--- config.mk ---
export PLATFORM = sky130hd
export DESIGN_NAME = imm_const_loader
export DESIGN_NICKNAME = d
export VERILOG_FILES = /design/src/rtl/immld_pkg.sv /design/src/rtl/immld_decode.sv /design/src/rtl/immld_value.sv /design/src/rtl/imm_const_loader.sv
export SDC_FILE = /design/constraint.sdc
export NUM_CORES = 1
export LEC_CHECK = 0
export ABC_AREA = 1
export BUFFER_PORTS_ARGS = -buffer_cell sky130_fd_sc_hd__buf_2
export CORE_ASPECT_RATIO = 0.6
export CORE_MARGIN = 4
export CORE_UTILIZATION = 25
export DETAILED_ROUTE_END_ITERATION = 12
export PLACE_DENSITY_LB_ADDON = 0.08
export SLEW_MARGIN = 20
export SYNTH_ARGS = -nofsm -noshare
export SYNTH_HDL_FRONTEND = slang
export SYNTH_SLANG_ARGS = --single-unit
export TNS_END_PERCENT = 100
--- constraint.sdc ---
create_clock -name clk -period 1.1 [get_ports clk]
set_input_delay 0.33 -clock clk [delete_from_list [all_inputs] [get_ports clk]]
set_output_delay 0.33 -clock clk [all_outputs]
set_load 0.1 [all_outputs]
--- src/rtl/immld_pkg.sv ---
package immld_pkg;
  localparam int INSTR_W = 32;
  localparam int IMM_W   = 16;
  localparam int IDX_W   = 6;
  localparam int OPC_W   = 8;

  // Field order is fixed by the instruction encoding (MSB first).
  typedef struct packed {
    logic [OPC_W-1:0] opc;
    logic             part;
    logic             sgn;
    logic [IMM_W-1:0] imm;
    logic [IDX_W-1:0] dst;
  } ld_instr_t;
endpackage

--- src/rtl/immld_decode.sv ---
module immld_decode
  import immld_pkg::*;
#(
  parameter logic [OPC_W-1:0] OPCODE = 8'h5C
) (
  input  logic                 clk,
  input  logic                 rst_n,
  input  logic                 valid_i,
  input  logic [INSTR_W-1:0]   word_i,
  output logic                 accept_o,
  output logic                 part_o,
  output logic                 sgn_o,
  output logic [IMM_W-1:0]     imm_o,
  output logic [IDX_W-1:0]     dst_o
);
  ld_instr_t fields;
  logic      opc_hit;

  assign fields   = ld_instr_t'(word_i);
  assign opc_hit  = (fields.opc == OPCODE);
  assign accept_o = valid_i && opc_hit;
  assign part_o   = fields.part;
  assign sgn_o    = fields.sgn;
  assign imm_o    = fields.imm;
  assign dst_o    = fields.dst;

  // an accepted instruction always carries the matching opcode
  a_r2_accept_needs_match: assert property (@(posedge clk) disable iff (!rst_n)
    accept_o |-> (word_i[31:24] == OPCODE) && valid_i);
endmodule

--- src/rtl/immld_value.sv ---
module immld_value
  import immld_pkg::*;
#(
  parameter int DATA_W = 64
) (
  input  logic              part_i,
  input  logic              sgn_i,
  input  logic [IMM_W-1:0]  imm_i,
  input  logic [DATA_W-1:0] old_i,
  output logic [DATA_W-1:0] value_o
);
  localparam int EXT_W  = DATA_W - IMM_W - 1;
  localparam int KEEP_W = DATA_W - IMM_W;

  function automatic logic [DATA_W-1:0] full_load(logic s, logic [IMM_W-1:0] imm);
    return {{EXT_W{s}}, s, imm};
  endfunction

  function automatic logic [DATA_W-1:0] partial_load(logic [DATA_W-1:0] old,
                                                     logic [IMM_W-1:0] imm);
    return {old[KEEP_W-1:0], imm};
  endfunction

  logic [DATA_W-1:0] full_v;
  logic [DATA_W-1:0] part_v;

  assign full_v  = full_load(sgn_i, imm_i);
  assign part_v  = partial_load(old_i, imm_i);
  assign value_o = part_i ? part_v : full_v;
endmodule

--- src/rtl/imm_const_loader.sv ---
module imm_const_loader
  import immld_pkg::*;
#(
  parameter int                DATA_W = 64,
  parameter logic [OPC_W-1:0]  OPCODE = 8'h5C
) (
  input  logic              clk,
  input  logic              rst_n,
  input  logic              ins_valid_i,
  input  logic [31:0]       ins_word_i,
  input  logic [DATA_W-1:0] rd_data_i,
  output logic              wb_en_o,
  output logic [5:0]        wb_idx_o,
  output logic [DATA_W-1:0] wb_data_o
);
  localparam int HI_W = DATA_W - IMM_W;

  logic             accept;
  logic             part;
  logic             sgn;
  logic [IMM_W-1:0] imm;
  logic [IDX_W-1:0] dst;
  logic [DATA_W-1:0] next_value;

  immld_decode #(.OPCODE(OPCODE)) u_dec (
    .clk      (clk),
    .rst_n    (rst_n),
    .valid_i  (ins_valid_i),
    .word_i   (ins_word_i),
    .accept_o (accept),
    .part_o   (part),
    .sgn_o    (sgn),
    .imm_o    (imm),
    .dst_o    (dst)
  );

  immld_value #(.DATA_W(DATA_W)) u_val (
    .part_i  (part),
    .sgn_i   (sgn),
    .imm_i   (imm),
    .old_i   (rd_data_i),
    .value_o (next_value)
  );

  always_ff @(posedge clk or negedge rst_n) begin
    if (!rst_n) begin
      wb_en_o   <= 1'b0;
      wb_idx_o  <= '0;
      wb_data_o <= '0;
    end else begin
      wb_en_o <= accept;
      if (accept) begin
        wb_idx_o  <= dst;
        wb_data_o <= next_value;
      end
    end
  end

  // no write while reset is held
  a_r1_reset_idle: assert property (@(posedge clk)
    !rst_n |=> !wb_en_o);

  // rejected instruction produces no write
  a_r2_no_write_on_reject: assert property (@(posedge clk) disable iff (!rst_n)
    !accept |=> !wb_en_o);

  // one-cycle latency with the encoded index
  a_r3_index_latency: assert property (@(posedge clk) disable iff (!rst_n)
    accept |=> wb_en_o && (wb_idx_o == $past(ins_word_i[5:0])));

  // full mode replicates the sign bit upward and carries the immediate
  a_r5_full_sign_ext: assert property (@(posedge clk) disable iff (!rst_n)
    (accept && !ins_word_i[23]) |=>
      (wb_data_o[DATA_W-1:IMM_W] == {HI_W{$past(ins_word_i[22])}}) &&
      (wb_data_o[IMM_W-1:0] == $past(ins_word_i[21:6])));

  // partial mode shifts the fed-back value and drops its top half-word
  a_r6_partial_merge: assert property (@(posedge clk) disable iff (!rst_n)
    (accept && ins_word_i[23]) |=>
      (wb_data_o[DATA_W-1:IMM_W] == $past(rd_data_i[HI_W-1:0])) &&
      (wb_data_o[IMM_W-1:0] == $past(ins_word_i[21:6])));
endmodule

; ---- Yosys cells after proc, flatten, opt, wreduce, memory -nomap -nowiden
; Cells that the tools add are included.
[classes]
n_eq_ne = 1
muxes = 1
reduce_logical = 1
[op_table]
columns = op, count
row1 = two-way mux 64 bit, 1
row2 = equality test 8 x 7 -> 1 bit (second input constant), 1
row3 = logical AND 1 bit, 1
[word_totals]
output_inout_bits = 71
inputBits = 99
regBits = 71
elab_cells = 6

; ---- Depth between registers and ports, before layout
; Gate-level depths: netlist of the first run.
[depth]
ltp_word = 2
mapped_depth = 7
ltp_nobuf = 6

; ---- By module
; Synthesis of the first run repeated with hierarchy kept, for this count alone.
[unflattened]
hier_cells = 453
area_unflattened_um2 = 3488.3
[modules_own_cells]
columns = module, seq_area_each_um2, area_per_inst_um2, cells_per_inst, instances
row1 = imm_const_loader, 1776.7, 2716.4, 297, 1
row2 = immld_value, 0.0, 556.8, 124, 1
row3 = immld_decode, 0.0, 215.2, 32, 1

; ---- Worst setup path after synthesis of the first run
; No wires, ideal clock.
[synth_timing]
kind = register to output
startpoint = register wb_data_o[0]
endpoint = output port wb_data_o[0]
path_stages_with_launch = 1
path_slack_ns = -0.128
arrival_ns = 0.898
cell_sequence = dfrtp_1
[synth_lines]
columns = element, line
row1 = "start, declared", imm_const_loader.sv:14  ; output logic [DATA_W-1:0] wb_data_o
row2 = "start signal, assigned", imm_const_loader.sv:54  ; wb_data_o <= next_value;
; No word-level cell between the ends.

; ---- Worst setup path in the final report of the first run
[layout_timing]
startpoint = register wb_data_o[59]
endpoint = output port wb_data_o[59]
; No word-level cell between the ends.

==> summary.md, run 1 <==
| Metric | Value |
|---|---|
| Outcome | finished with violations |
| Failing checks | negative setup slack |
| RD Place Congestion | 0.7683 |
| Largest family of logic cells by synthesized area | simple AND/OR/NAND/NOR gates |
| Multi-input gate area | 1400 µm² |
| CP Cell Sequence | buf_12 |
| Clk_lat worst skew | 0.33 ns |
| Compound-Gate Fraction of Synth Area | 0% |
| Post-DP HPWL | 8046 µm |
| Syn avg cell area | 8.033 µm² |
| Mapped cell area | 3422 µm² |
| Slew @ Worst Pin | between 0.2 and 0.25 ns |
| Die ar. | around 16,000 µm² |
| LEAKAGE | 0.002987 µW |
| Simple-gate portion of the synthesized area | 40.48% |
| Relative slew slack | 84.39% |
| TritonCTS clock tree | done |
| DP Area | roughly 5600 µm² |
| Filler instances | 1,301 |
| Commonest non-fill, non-tap cell in the layout | nand2_1 |
| Post-route ant nets | 0 |
| CP peak stage delay | 0.43 ns |
| Worst-path clk slew | 0.06 ns |
| P_sw | 2588 µW |
| Die width | 159.0 µm |
| Sequential-to-total area share from yosys stat | between 50% and 60% |
| Area delta synth->final | 72.72% |
| CTS H-Tree Depth | 3 |
| Switching share of power | 32.20% |
| Routed vias/inst | ~4.6 |
| Wirelength, routed | 11,570 µm |
| Register Area | 1866 µm² |
| Routed WL per cell | 15.55 µm |
| Endpoints failing setup | 71 |
| WP data required | a little under 0.8 ns |
| Gr usage total | 15.14% |
| Combinational share of power | 25.5% |
| Post-CTS Setup Inserts | 0 |
| Largest net degree at the start of global routing | 49 |
| Die height | 98.63 µm |
| Final worst slack | -0.1725 ns |
| Delay-heaviest family, CP | flip-flops |
| Final period utilization | 115.7% |
| Final hold violation count | 0 |
| Core box area | 13,130 µm² |
| Initial Utilization | 26.06% |
| Mux cell area share after synthesis | 0% |
| First-pass GRT wire length | about 19,000 µm |
| Fin Hold WS | ~0.25 ns |
| CP Capture Type | output pin |
| Crit-path max FO | 2 |
| Syn Inst Count | around 430 |
| Int Power | 5450 µW |
| Commonest non-fill, non-tap cells in the layout | nand2_1, buf_12, buf_2 |
| RSZ-0062 raised after global routing | yes |
| Initial antenna violation count | 1 |
| Clock Power Share | 38.5% |
| Max Clock Freq | 785.8 MHz |
| IO Port Bufs | 153 |
| WP data arrival | 0.94 ns |
| Vias in the first global route | 3,609 |
| Sink Count | 71 |
| Synth unique cells | 11 |
| Row count | 32 |
| Ports | 170 |
| MaxCap Viol Count | 0 |
| Post-route cell area | 5911 µm² |
| TNS Setup | -11.15 ns |
| Drc violations | 0 |
| Slowest library cell on the worst path | dfrtp_2 |
| Yosys reg bits | 71 |
| Startpoint class of the critical path | register |
| Inserted Clock Buffers | 9 |
| Initial drt markers | between 150 and 200 |
| Slew Limit Fails | 0 |
| CP bufs+invs | 1 |
| Synth warn | 0 |
| Resized cells post-CTS | 0 |
| Pwr/cell area | 1360 nW/µm² |
| Crit path kind | register to output pin |
| Root Driver | clkbuf_16 |
| Worst Clk Skew | 0 ns |
| Register share of total power | 35.9% |
| # nets final | around 670 |
| Hold WC Path Type | primary input to register |
| Minimum clock period | 1.273 ns |
| Synth Area in Adders | 0% |
| Post-place setup slack | -0.2946 ns |
| Grt total ovfl | 0 |
| Post-synthesis net count | 525 |
| Bufs on Longest Clock Path | 2 |
| Proportion of layout cells with a drive suffix above 1 | 45.99% |
| Via Count | roughly 3.4k |
| Pre-antenna DRT Iters | 4 |
| Ant diodes | 0 |
| Xor and xnor fraction of the mapped netlist area | 0% |
| Peak supply drop | about 0.69 mV |
[metrics by stage]
| step | util [%] | power [µW] | instances |
|---|---|---|---|
| after floorplan | - | 4054 | 426 |
| after global placement | 42.54 | 4997 | 727 |
| after detailed placement | 42.54 | 5005 | 727 |
| after CTS | 45.01 | 8145 | 744 |
| after global routing | 45.01 | 8373 | 744 |
| final | 45.01 | 8039 | 744 |
[per-layer routing]
metal	global-route usage [%]	part of all wire [%]	vias up
li1	-	-	1681
met1	20.12	47	1613
met2	21.97	42	121
met3	7.522	9.7	12
met4	3.933	1.1	2
met5	0	0.16	-
[logic make-up after synthesis]
family,Yosys count
buf+inv,41
flops,71
simple gates,314
[layout make-up]
type	instances	area share (%)
multi-input cells	314	23.69
clock inverters	6	1.439
well taps	170	3.599
inverters	3	0.2752
clock buffers	10	3.874
flip-flops and latches	71	31.56
repair buffers	170	35.56
[power groups by stage]
| stage | Clock, µW | Sequential (µW) | Combinational, µW |
|---|---|---|---|
| floorplan | 0 | 3720 | 329 |
| global placement | 0 | 2930 | 2070 |
| detailed placement | 0 | 2930 | 2070 |
| CTS | 3180 | 2890 | 2080 |
| global route | 3300 | 2900 | 2170 |
| finish | 3100 | 2890 | 2050 |
[final timing paths]
| path | cells past startpoint | endpoint | slack [ns] | from |
|---|---|---|---|---|
| worst max-delay path | 1 | wb_data_o[59] | -0.17 | wb_data_o[59] |
| worst min-delay path | 3 | wb_idx_o[5] | 0.25 | ins_word_i[5] |
| worst max register to register | 2 | wb_data_o[46] | 0.43 | wb_data_o[46] |
| worst min register to register | 2 | wb_idx_o[2] | 0.51 | wb_idx_o[2] |
| max in group asynchronous | 3 | wb_data_o[15] | 0.35 | rst_n |
| min in group asynchronous | 3 | wb_data_o[36] | 0.51 | rst_n |
[synth_stat cells]
| master | instances | area, µm² |
|---|---|---|
| nor2_2 | 1 | 6.260 |
| dfrtp_1 | 71 | 1777 |
| nand4_1 | 70 | 437.9 |
| inv_1 | 1 | 3.750 |
| nand3_4 | 1 | 17.52 |
| nor2_4 | 2 | 22.52 |
| buf_4 | 6 | 45.04 |
| inv_2 | 2 | 7.510 |
| nand2_1 | 240 | 900.9 |
| buf_6 | 7 | 78.83 |
| buf_2 | 25 | 125.1 |
[sequential cells by signal (all words and copies together) (netlist names)]
register   cells
wb_idx_o       6
wb_data_o     64
wb_en_o        1
[what timing repair did]
action                                  in CTS  in global routing
hold buffers                                 1                  0
endpoints found under the hold margin       71                  0
endpoints found under the setup margin      71                 71
Note: power is estimated with default switching activity, not from simulation.
==> run 2, diff against run 1 <==
==> constraint.sdc (replaced) <==
create_clock -name clk -period 1.1 [get_ports clk]
set_input_delay 0.22 -clock clk [delete_from_list [all_inputs] [get_ports clk]]
set_output_delay 0.22 -clock clk [all_outputs]
set_load 0.1 [all_outputs]
==> summary.md, run 2 (synthesized netlist as in run 1, its figures left out) <==
| Metric | Value |
|---|---|
| Slew Limit Fails | 0 (unchanged) |
| Worst-path clk slew | 0.06 ns (about the same) |
| Clk_lat worst skew | 0.33 ns (about the same) |
| Failing checks | negative setup slack (unchanged) |
| Startpoint class of the critical path | register (unchanged) |
| Post-DP HPWL | 7955 µm (was 8046 µm) |
| Commonest non-fill, non-tap cell in the layout | nand2_1 (unchanged) |
| Top reg by flops | wb_data_o (unchanged) |
| Post-place setup slack | -0.1857 ns (was -0.2946 ns) |
| CP Cell Sequence | buf_12 (unchanged) |
| Final period utilization | 105.4% (was 115.7%) |
| Commonest non-fill, non-tap cells in the layout | nand2_1, buf_2, buf_12 (was nand2_1, buf_12, buf_2) |
| Endpoints failing setup | 71 (unchanged) |
| Routed vias/inst | 4.604 (was 4.609) |
| Die ar. | 15,690 µm² (unchanged) |
| Inserted Clock Buffers | 9 (unchanged) |
| Ports | 170 (unchanged) |
| TritonCTS clock tree | done (unchanged) |
| Top Usage Layer GRT | met2 (unchanged) |
| IO Port Bufs | 153 (unchanged) |
| CTS H-Tree Depth | 3 (unchanged) |
| Slew @ Worst Pin | 0.4237 ns (was 0.2336 ns) |
| Pwr Total | 8017 µW (was 8039 µW) |
| Critical path startpoint | wb_data_o[52] (was wb_data_o[59]) |
| Drc violations | 0 (unchanged) |
| Grt total ovfl | 0 (unchanged) |
| Worst Clk Skew | 0 ns (unchanged) |
| Root Driver | clkbuf_16 (unchanged) |
| Met3 Resource Use GR | 7.104% (was 7.522%) |
| # nets final | 671 (was 668) |
| Top flop regs | wb_data_o (64), wb_idx_o (6), wb_en_o (1) (unchanged) |
| Max Clock Freq | 862.8 MHz (was 785.8 MHz) |
| CP peak stage delay | 0.44 ns (was 0.43 ns) |
| Wirelength, routed | 11,740 µm (was 11,570 µm) |
| Crit-path max FO | 2 (unchanged) |
| Via Count | 3,439 (was 3,429) |
| Die height | 98.63 µm (unchanged) |
| First-pass GRT wire length | 19,580 µm (was 19,100 µm) |
| Relative slew slack | 71.76% (was 84.39%) |
| Largest net degree at the start of global routing | 72 (was 49) |
| Hold_sp | ins_word_i[6] (was ins_word_i[5]) |
| Gr usage total | 15.42% (was 15.14%) |
| Initial Utilization | 26.06% (unchanged) |
| Routed WL per cell | 15.72 µm (was 15.55 µm) |
| Slowest library cell on the worst path | dfrtp_2 (unchanged) |
| Filler instances | 1,298 (was 1,301) |
| Core box area | 13,130 µm² (unchanged) |
| RSZ-0062 raised after global routing | yes (unchanged) |
| Outcome | finished with violations (unchanged) |
| Bufs on Longest Clock Path | 2 (unchanged) |
| MaxCap Viol Count | 0 (unchanged) |
| Die width | 159.0 µm (unchanged) |
| Post-route cell area | 5896 µm² (was 5911 µm²) |
| Met2 Usage GRT | 24.40% (was 21.97%) |
| Area delta synth->final | 72.29% (was 72.72%) |
| Pwr/cell area | 1360 nW/µm² (about the same) |
| WP data arrival | 0.94 ns (about the same) |
| Final worst slack | -0.05897 ns (was -0.1725 ns) |
| RD Place Congestion | 0.7619 (was 0.7683) |
| TNS Setup | -3.054 ns (was -11.15 ns) |
| Hold WC Path Type | primary input to register (unchanged) |
| Ant diodes | 0 (unchanged) |
| Row count | 32 (unchanged) |
| Initial antenna violation count | 0 (was 1) |
| Max reg flops | 64 (unchanged) |
| Final hold violation count | 0 (unchanged) |
| GR Util met1 | 19.58% (was 20.12%) |
| Proportion of layout cells with a drive suffix above 1 | 45.93% (was 45.99%) |
| Sink Count | 71 (unchanged) |
| CP Capture Type | output pin (unchanged) |
| Crit path kind | register to output pin (unchanged) |
| Resized cells post-CTS | 0 (unchanged) |
| Peak supply drop | 0.6224 mV (was 0.6857 mV) |
| WP data required | 0.88 ns (was 0.77 ns) |
| Reg2reg start | wb_data_o[59] (was wb_data_o[46]) |
| Minimum clock period | 1.159 ns (was 1.273 ns) |
| CP bufs+invs | 1 (unchanged) |
| Initial drt markers | 192 (was 151) |
| Pre-antenna DRT Iters | 4 (unchanged) |
| DP Area | 5542 µm² (was 5587 µm²) |
| Post-route ant nets | 0 (unchanged) |
| Delay-heaviest family, CP | flip-flops (unchanged) |
| LEAKAGE | 0.002995 µW (was 0.002987 µW) |
| Vias in the first global route | 3,720 (was 3,609) |
[run 2: cell count changes in the layout (fill, tap and decap cells not counted), sizes merged]
cell | before | now
buf | 169 | 172
[run 2: worst min-delay path: stages]
cell     delay (ns)
buf_2          0.07
nand4_1        0.08
nand2_1        0.06
[run 2: final timing paths]
kind / endpoint / slack [ns] / cells after the start
setup / recovery: wb_data_o[52] / -0.06 / 1
hold / removal: wb_data_o[0] / 0.14 / 3
setup reg to reg: wb_data_o[59] / 0.33 / 3
hold reg to reg: wb_data_o[2] / 0.51 / 2
max in group asynchronous: wb_data_o[33] / 0.28 / 3
min in group asynchronous: wb_data_o[39] / 0.43 / 3
[run 2: layout make-up]
cell class,count,area [µm²],share of cell area [%]
clock buffers,10,229.0,3.884
clock inverters,6,85.08,1.443
inverters,3,11.26,0.1910
multi-input cells,314,1393,23.62
flip-flops and latches,71,1866,31.64
well taps,170,212.7,3.608
repair buffers,173,2100,35.61
[run 2: timing repair]
| action | in CTS | in global routing |
|---|---|---|
| buffers inserted | 3 | 1 |
| endpoints found under the setup margin | 71 | 71 |
| endpoints found under the hold margin | 71 | 0 |
| hold buffers | 1 | 0 |
| gates cloned | 0 | 0 |
[run 2: metal layers]
| metal | wire, µm | vias to the layer above |
|---|---|---|
| met5 | 0 | - |
| met3 | 959 | 8 |
| met2 | 5284 | 104 |
| met4 | 68 | 0 |
| met1 | 5430 | 1642 |
| li1 | - | 1685 |
[run 2: report_power, final]
part / total [µW] / internal (µW) / switching (µW)
Clock: 3090 / 1980 / 1110
Sequential: 2890 / 2750 / 133
Combinational: 2040 / 711 / 1330
Total: 8020 / 5440 / 2580
[run 2: metrics by stage]
stage	utilization [%]	instances	hold slack, ns
CTS	44.84	746	0.1232
global placement	42.20	726	0.2754
floorplan	-	426	-0.07559
detailed placement	42.20	726	0.2720
finish	44.89	747	0.1365
global route	44.89	747	0.1334
==> run 3, diff against run 2 <==
clock period = 1.5 ns   (was 1.1 ns; I/O delays follow)
==> summary.md, run 3 (synthesized netlist as in run 1, its figures left out) <==
| Metric | Value |
|---|---|
| Outcome | complete, no violations (was finished with violations) |
| Multi-input gate area | 1393 µm² (unchanged) |
| Die ar. | 15,690 µm² (unchanged) |
| Clk_lat worst skew | 0.33 ns (about the same) |
| Top reg by flops | wb_data_o (unchanged) |
| Bufs on Longest Clock Path | 2 (unchanged) |
| Proportion of layout cells with a drive suffix above 1 | 32.81% (was 45.93%) |
| Delay-heaviest family, CP | buffers and inverters (was flip-flops) |
| Slew @ Worst Pin | 0.5225 ns (was 0.4237 ns) |
| Commonest non-fill, non-tap cells in the layout | nand2_1, buf_2, dfrtp_1 (was nand2_1, buf_2, buf_12) |
| Post-layout util | 35.71% (was 44.89%) |
| FF-to-FF path depth | 2 (was 3) |
| TNS Setup | 0 ns (was -3.054 ns) |
| IO Port Bufs | 153 (unchanged) |
| Ant diodes | 0 (unchanged) |
| CTS H-Tree Depth | 3 (unchanged) |
| Pwr/cell area | 1151 nW/µm² (was 1360 nW/µm²) |
| Worst-path clk slew | 0.06 ns (about the same) |
| Minimum clock period | 1.440 ns |
| Fin Hold WS | 0.2233 ns (was 0.1365 ns) |
| Max Clock Freq | 694.5 MHz |
| LEAKAGE | 0.002877 µW (was 0.002995 µW) |
| Inserted Clock Buffers | 9 (unchanged) |
| Via Count | 3,361 (was 3,439) |
| Vias in the first global route | 3,476 (was 3,720) |
| Register Area | 1777 µm² (was 1866 µm²) |
| Core box area | 13,130 µm² (unchanged) |
| Gr usage total | 14.57% (was 15.42%) |
| Worst setup endpoint | wb_data_o[58] (was wb_data_o[52]) |
| Drc violations | 0 (unchanged) |
| Ports | 170 (unchanged) |
| First-pass GRT wire length | 18,400 µm (was 19,580 µm) |
| MaxCap Viol Count | 0 (unchanged) |
| Top flop regs | wb_data_o (64), wb_idx_o (6), wb_en_o (1) (unchanged) |
| # nets final | 667 (was 671) |
| CP peak stage delay | 0.44 ns (about the same) |
| TritonCTS clock tree | done (unchanged) |
| Reg2reg start | wb_data_o[58] (was wb_data_o[59]) |
| Final hold violation count | 0 (unchanged) |
| Endpoints failing setup | 0 (was 71) |
| Resized cells post-CTS | 0 (unchanged) |
| Initial antenna violation count | 2 (was 0) |
| WP data arrival | 1.14 ns (was 0.94 ns) |
| Routed WL per cell | 15.37 µm (was 15.72 µm) |
| RD Place Congestion | 0.7495 (was 0.7619) |
| Pre-antenna DRT Iters | 4 (unchanged) |
| Startpoint class of the critical path | register (unchanged) |
| WP data required | 1.20 ns (was 0.88 ns) |
| Post-route insts no fill | 743 (was 747) |
| Slowest library cell on the worst path | buf_2 (was dfrtp_2) |
| WP depth | 1 (unchanged) |
| Largest net degree at the start of global routing | 62 (was 72) |
| Area delta synth->final | 37.04% (was 72.29%) |
| Crit-path max FO | 2 (unchanged) |
| Cells after DPL | 726 (unchanged) |
| Initial Utilization | 26.06% (unchanged) |
| Commonest non-fill, non-tap cell in the layout | nand2_1 (unchanged) |
| Worst Clk Skew | 0 ns (unchanged) |
| CP Cell Sequence | buf_2 (was buf_12) |
| Worst reg2reg path endpoint | wb_data_o[58] (was wb_data_o[59]) |
| Post-cts hold buffer count | 1 (unchanged) |
| Filler instances | 1,433 (was 1,298) |
| Grt total ovfl | 0 (unchanged) |
| RSZ-0062 raised after global routing | no (was yes) |
| Root Driver | clkbuf_16 (unchanged) |
| Routed vias/inst | 4.524 (was 4.604) |
| Crit path kind | register to output pin (unchanged) |
| CP bufs+invs | 1 (unchanged) |
| Final period utilization | 95.99% |
| Die width | 159.0 µm (unchanged) |
| Peak supply drop | 0.4563 mV (was 0.6224 mV) |
| Post-route ant nets | 0 (unchanged) |
| Reg2reg setup slack | 0.86 ns (was 0.33 ns) |
| Die height | 98.63 µm (unchanged) |
| Wirelength, routed | 11,420 µm (was 11,740 µm) |
| Slew Limit Fails | 0 (unchanged) |
| CP Capture Type | output pin (unchanged) |
| Max reg flops | 64 (unchanged) |
| Hold WC Path Type | primary input to register (unchanged) |
| Post-CTS Setup Inserts | 0 (was 3) |
| Post-DP HPWL | 7424 µm (was 7955 µm) |
| Sink Count | 71 (unchanged) |
| Row count | 32 (unchanged) |
| Critical path startpoint | wb_data_o[58] (was wb_data_o[52]) |
| Initial drt markers | 182 (was 192) |
| Relative slew slack | 65.41% (was 71.76%) |
==> run 3: cell count changes in the layout (fill, tap and decap cells not counted) <==
cell        delta
buf_12        -71
buf_2         +71
dfrtp_1       +71
dfrtp_2       -71
buf_4          -4
clkbuf_1       +2
bufinv_16      -1
clkbuf_8       +1
clkinv_2       -1
clkinvlp_4     -1
==> run 3: layer usage <==
layer	GRT usage, %	vias to the layer above	wire (µm)
met5	0	-	20
met4	3.000	4	105
met3	6.895	14	965
met2	22.27	104	4851
met1	19.01	1558	5475
li1	-	1681	-
==> run 3: area by class of cell <==
| type | instances | share of cell area (%) |
|---|---|---|
| Timing Repair Buffer | 169 | 21.40 |
| Inverter | 3 | 0.2401 |
| Sequential cell | 71 | 37.89 |
| Clock buffer | 13 | 5.336 |
| Multi-Input combinational cell | 314 | 29.70 |
| Tap cell | 170 | 4.536 |
| Clock inverter | 3 | 0.9072 |
==> run 3: power breakdown <==
part | leakage (µW) | switching [µW] | total, µW | internal [µW]
Sequential | 0.000981 | 47.2 | 2050 | 2000
Combinational | 0.00176 | 973 | 1220 | 248
Clock | 0.000140 | 793 | 2130 | 1330
Total | 0.00288 | 1810 | 5400 | 3580
==> run 3: worst register-to-register path: stages, from the launching register on <==
cell	delay (ns)
dfrtp_1	0.40
nand2_1	0.08
nand2_1	0.05
==> run 3: how the worst min path moves through the flow <==
stage	startpoint	end	cells after the start
after floorplan	rst_n	wb_data_o[0]	0
after detailed placement	rst_n	wb_data_o[40]	1
after global routing	ins_word_i[10]	wb_data_o[4]	3
after CTS	ins_word_i[8]	wb_data_o[2]	3
after global placement	rst_n	wb_data_o[39]	1
final	ins_word_i[5]	wb_idx_o[5]	3
==> run 3: metrics by stage <==
stage	setup WS, ns	total power, µW	cell area, µm²
after global placement	0.1558	3309	4387
after CTS	0.04906	5473	4690
after global routing	0.01274	5648	4690
final	0.06019	5395	4690
after detailed placement	0.1509	3312	4387
after floorplan	0.3023	2952	3422
